<file path="config.mk">
export PLATFORM = sky130hd
export DESIGN_NAME = pc_pager
export DESIGN_NICKNAME = d
export VERILOG_FILES = /design/src/rtl/pc_pager.sv
export SDC_FILE = /design/constraint.sdc
export NUM_CORES = 1
export LEC_CHECK = 0
export ABC_AREA = 1
export BUFFER_PORTS_ARGS = -buffer_cell sky130_fd_sc_hd__buf_2
export CORE_AREA = 2 2 61 63
export CTS_BUF_LIST = sky130_fd_sc_hd__clkbuf_16
export DETAILED_ROUTE_END_ITERATION = 16
export DIE_AREA = 0 0 63 65
export GPL_TIMING_DRIVEN = 0
export PLACE_DENSITY = 0.78
export SLEW_MARGIN = 20
export SYNTH_ARGS = -nofsm -noshare
export SYNTH_HDL_FRONTEND = slang
export SYNTH_SLANG_ARGS = --single-unit
</file>
<file path="constraint.sdc">
create_clock -name clk -period 1.7 [get_ports clk]
set_clock_uncertainty 0.2 [all_clocks]
set_input_delay 0.34 -clock clk [delete_from_list [all_inputs] [get_ports clk]]
set_output_delay 0.34 -clock clk [all_outputs]
set_load 0.02 [all_outputs]
</file>
<file path="src/rtl/pc_pager.sv">
module pc_pager #(
  parameter int PC_W  = 13,
  parameter int LO_W  = 8,
  parameter int JMP_W = 11,
  parameter int LAT_W = 8
) (
  input  logic             clk,
  input  logic             rst_n,
  input  logic             inc_en,
  input  logic             lo_wr,
  input  logic [LO_W-1:0]  lo_wdata,
  input  logic             lat_wr,
  input  logic [LAT_W-1:0] lat_wdata,
  input  logic             jmp_en,
  input  logic [JMP_W-1:0] jmp_target,
  input  logic             ret_en,
  input  logic [PC_W-1:0]  ret_addr,
  output logic [PC_W-1:0]  pc,
  output logic [LO_W-1:0]  pc_lo,
  output logic [LAT_W-1:0] lat_q
);
  localparam int HI_W = PC_W - LO_W;
  localparam int PG_W = PC_W - JMP_W;

  logic [PC_W-1:0]  pc_q, pc_d;
  logic [LAT_W-1:0] lat;

  always_comb begin
    if (ret_en)      pc_d = ret_addr;
    else if (jmp_en) pc_d = {lat[HI_W-1 -: PG_W], jmp_target};
    else if (lo_wr)  pc_d = {lat[HI_W-1:0], lo_wdata};
    else if (inc_en) pc_d = pc_q + PC_W'(1);
    else             pc_d = pc_q;
  end

  always_ff @(posedge clk or negedge rst_n) begin
    if (!rst_n) begin
      pc_q <= '0;
      lat  <= '0;
    end else begin
      pc_q <= pc_d;
      if (lat_wr) lat <= lat_wdata;
    end
  end

  assign pc    = pc_q;
  assign pc_lo = pc_q[LO_W-1:0];
  assign lat_q = lat;
endmodule

</file>
==> metrics.cfg <==
[cts]
htree_levels = 1
cts.clk_slew.worst_paths_ns = 0.06
clock_latency_ns = 0.26
cts_tree = yes
cts_made_buffers = 3
cts_root_buf = clkbuf_16
clock-sinks = 21
clockBufferDepth = 2

[placement]
gp_congestion = 0.904
placed_cell_area_um2 = 1970
dp_hpwl_um = 3300
placedCellCount = 354
dp_slack_ns = -0.0242
port_buffers = 74

[layout]
n_antenna_cell = 0
drive_gt1_frac = 0.378
instances_no_fill = 363
postLayoutCellArea_um2 = 2130
fillers = 357
area_delta_synth_final_pct = 38.7
fin_nets = 364

[worst_setup_path]
end_kind = output pin
start_kind = register
worstPathArrival_ns = 1.11
worstSetupPathType = register to output pin
path_max_fanout = 4
critPathRequiredTime_ns = 1.16

[run_status]
status = completed

[timing]
fin_ws_ns = 0.0470
holdWs_ns = 0.0846
period_minus_slack_ns = 1.65
hold_viol = 0
relSlewSlack = 0.629
slew_violations = 0
max_freq_mhz = 605
setup_viol = 0
post-route-period-util = 0.972
tightest_slew_ns = 0.556

[die]
rows = 22
fp.dieW_um = 63
start_util = 0.439
design.die.area_um2 = 4100
core_area_um2 = 3500
ios = 76
die_h_um = 65

[power]
vdd_ir_drop_max_mv = 0.582
pwr_density_cell_nw_per_um2 = 791
power_mw = 1.68
power_leakage_nw = 1.13

[yosys]
synth_cells = 232
synth_nets = 280
synth_area_per_cell_um2 = 6.61
ys_seq_area_frac = 0.343
synth.distinct_cells = 29
synth_top_cell_by_area = dfrtp_1
yosys_register_bits = 21
synth_area_um2 = 1530
synthTopCellsByArea = dfrtp_1 34%, nand2_1 18%, nor2_1 8.1%
yosysTopAreaCellShare = 0.343
yosysWarnings = 0

[route]
wl_per_cell_um = 12.0
ant_nets = 0
dr_total_vias = 1773
drt-pass1-iter-count = 5
via_per_inst = 4.88
drt_iter0_drc = 106
drc = 0
drt-total-wl_um = 4370

[grt]
grt_pass1_wl_um = 7210
gr-usage-all-layers = 0.224
grt_pass1_vias = 1671
grt_antenna_before_repair = 0
grt.overflow.total = 0
grt_max_degree = 22

[job]
drv_cap = 0

[hold_path]
hold_path_class = input port to register

## layout by cell type, fill, tap and decap left out, types with 3 or more instances in the layout
master     Yosys  final
buf_4          8     12
a21oi_1       14     14
nor2_2         2      4
o21ai_0       11     11
nand4_1        3      3
nand3_1       20     20
dfrtp_2        0      5
inv_1         16     16
mux2_2         4      4
buf_2          2     76
nand2_1       72     72
clkbuf_16      0      3
clkbuf_1       4      4
dfrtp_1       21     16
o21ai_1        3      3
nor2_1        33     29
## per-layer routing
layer | track usage | vias up | part of all wire
met5 | 0 | - | 0
met4 | 0.0972 | 0 | 0.010
met3 | 0.0347 | 4 | 0.062
met2 | 0.380 | 56 | 0.49
met1 | 0.282 | 809 | 0.44
li1 | - | 904 | -
## cells in the mapped netlist
master    instances
mux2_2            4
inv_2             2
nand3_1          20
o21ai_0          11
nand2_1          72
nand4_1           3
nand3b_1          1
o211ai_1          1
o21ai_1           3
nand2_4           1
a31o_2            1
nand2_2           1
buf_2             2
xnor2_1           1
a31oi_1           1
clkinv_2          1
buf_4             8
dfrtp_1          21
buf_6             2
a21oi_1          14
nor3_4            1
o21a_1            1
ha_1              1
o22ai_1           2
clkbuf_1          4
nor2_1           33
or2_2             2
nor2_2            2
inv_1            16
## worst paths after layout
path | from | endpoint | slack (ns) | cells after the start
max in group asynchronous | rst_n | pc[1] | 0.55 | 2
worst min register to register | lat_q[5] | lat_q[5] | 0.31 | 1
min in group asynchronous | rst_n | lat_q[3] | 0.38 | 2
worst max-delay path | pc[0] | pc_lo[0] | 0.05 | 3
worst min-delay path | lat_wdata[4] | lat_q[4] | 0.08 | 3
worst max register to register | pc[4] | pc[11] | 0.12 | 9
## layout make-up
cell class | count | area [µm²] | area share
inverter | 19 | 72.6 | 0.0341
sequential | 21 | 532 | 0.250
tap | 48 | 60.1 | 0.0282
timing repair buffer | 79 | 410 | 0.193
clock buffer | 3 | 75.1 | 0.0353
buffer | 16 | 108 | 0.0506
clock inverter | 1 | 5.00 | 0.00235
multi-input combinational | 176 | 866 | 0.407
## timing repair
action,CTS,global route
pin swaps,0,2
setup endpoints to repair,2,7
gates cloned,0,0
setup buffers,0,4
hold buffers,1,0
endpoints found under the hold margin,21,0
resized for setup,1,12
## critical path, stage by stage, from the launching register on
cell and delay, ns:
dfrtp_2 0.44, buf_4 0.15, buf_4 0.12, buf_2 0.15
## report_power, final
group / internal, mW / total (mW) / switching (mW)
logic: 0.230 / 0.546 / 0.317
clock network: 0.317 / 0.513 / 0.197
registers: 0.555 / 0.623 / 0.0684
## cells by family after synthesis
group	after synthesis	synth area share
compound gates	34	0.119
fa+ha+maj	1	0.00816
mux	4	0.0294
simple gates	136	0.378
buf+inv	35	0.117
xor+xnor	1	0.00571
flops	21	0.343
## per-stage QoR
step           TNS [ns]   util
6_report              0  0.609
5_1_grt         -0.0394  0.609
4_1_cts               0  0.589
3_5_place_dp    -0.0542  0.562
3_3_place_gp          0  0.562
2_1_floorplan         0      -
## sequential cells by signal (all words and copies together), names as in the netlist
name	flops
lat_q	8
pc	13
(Power assumes the default switching activity.)
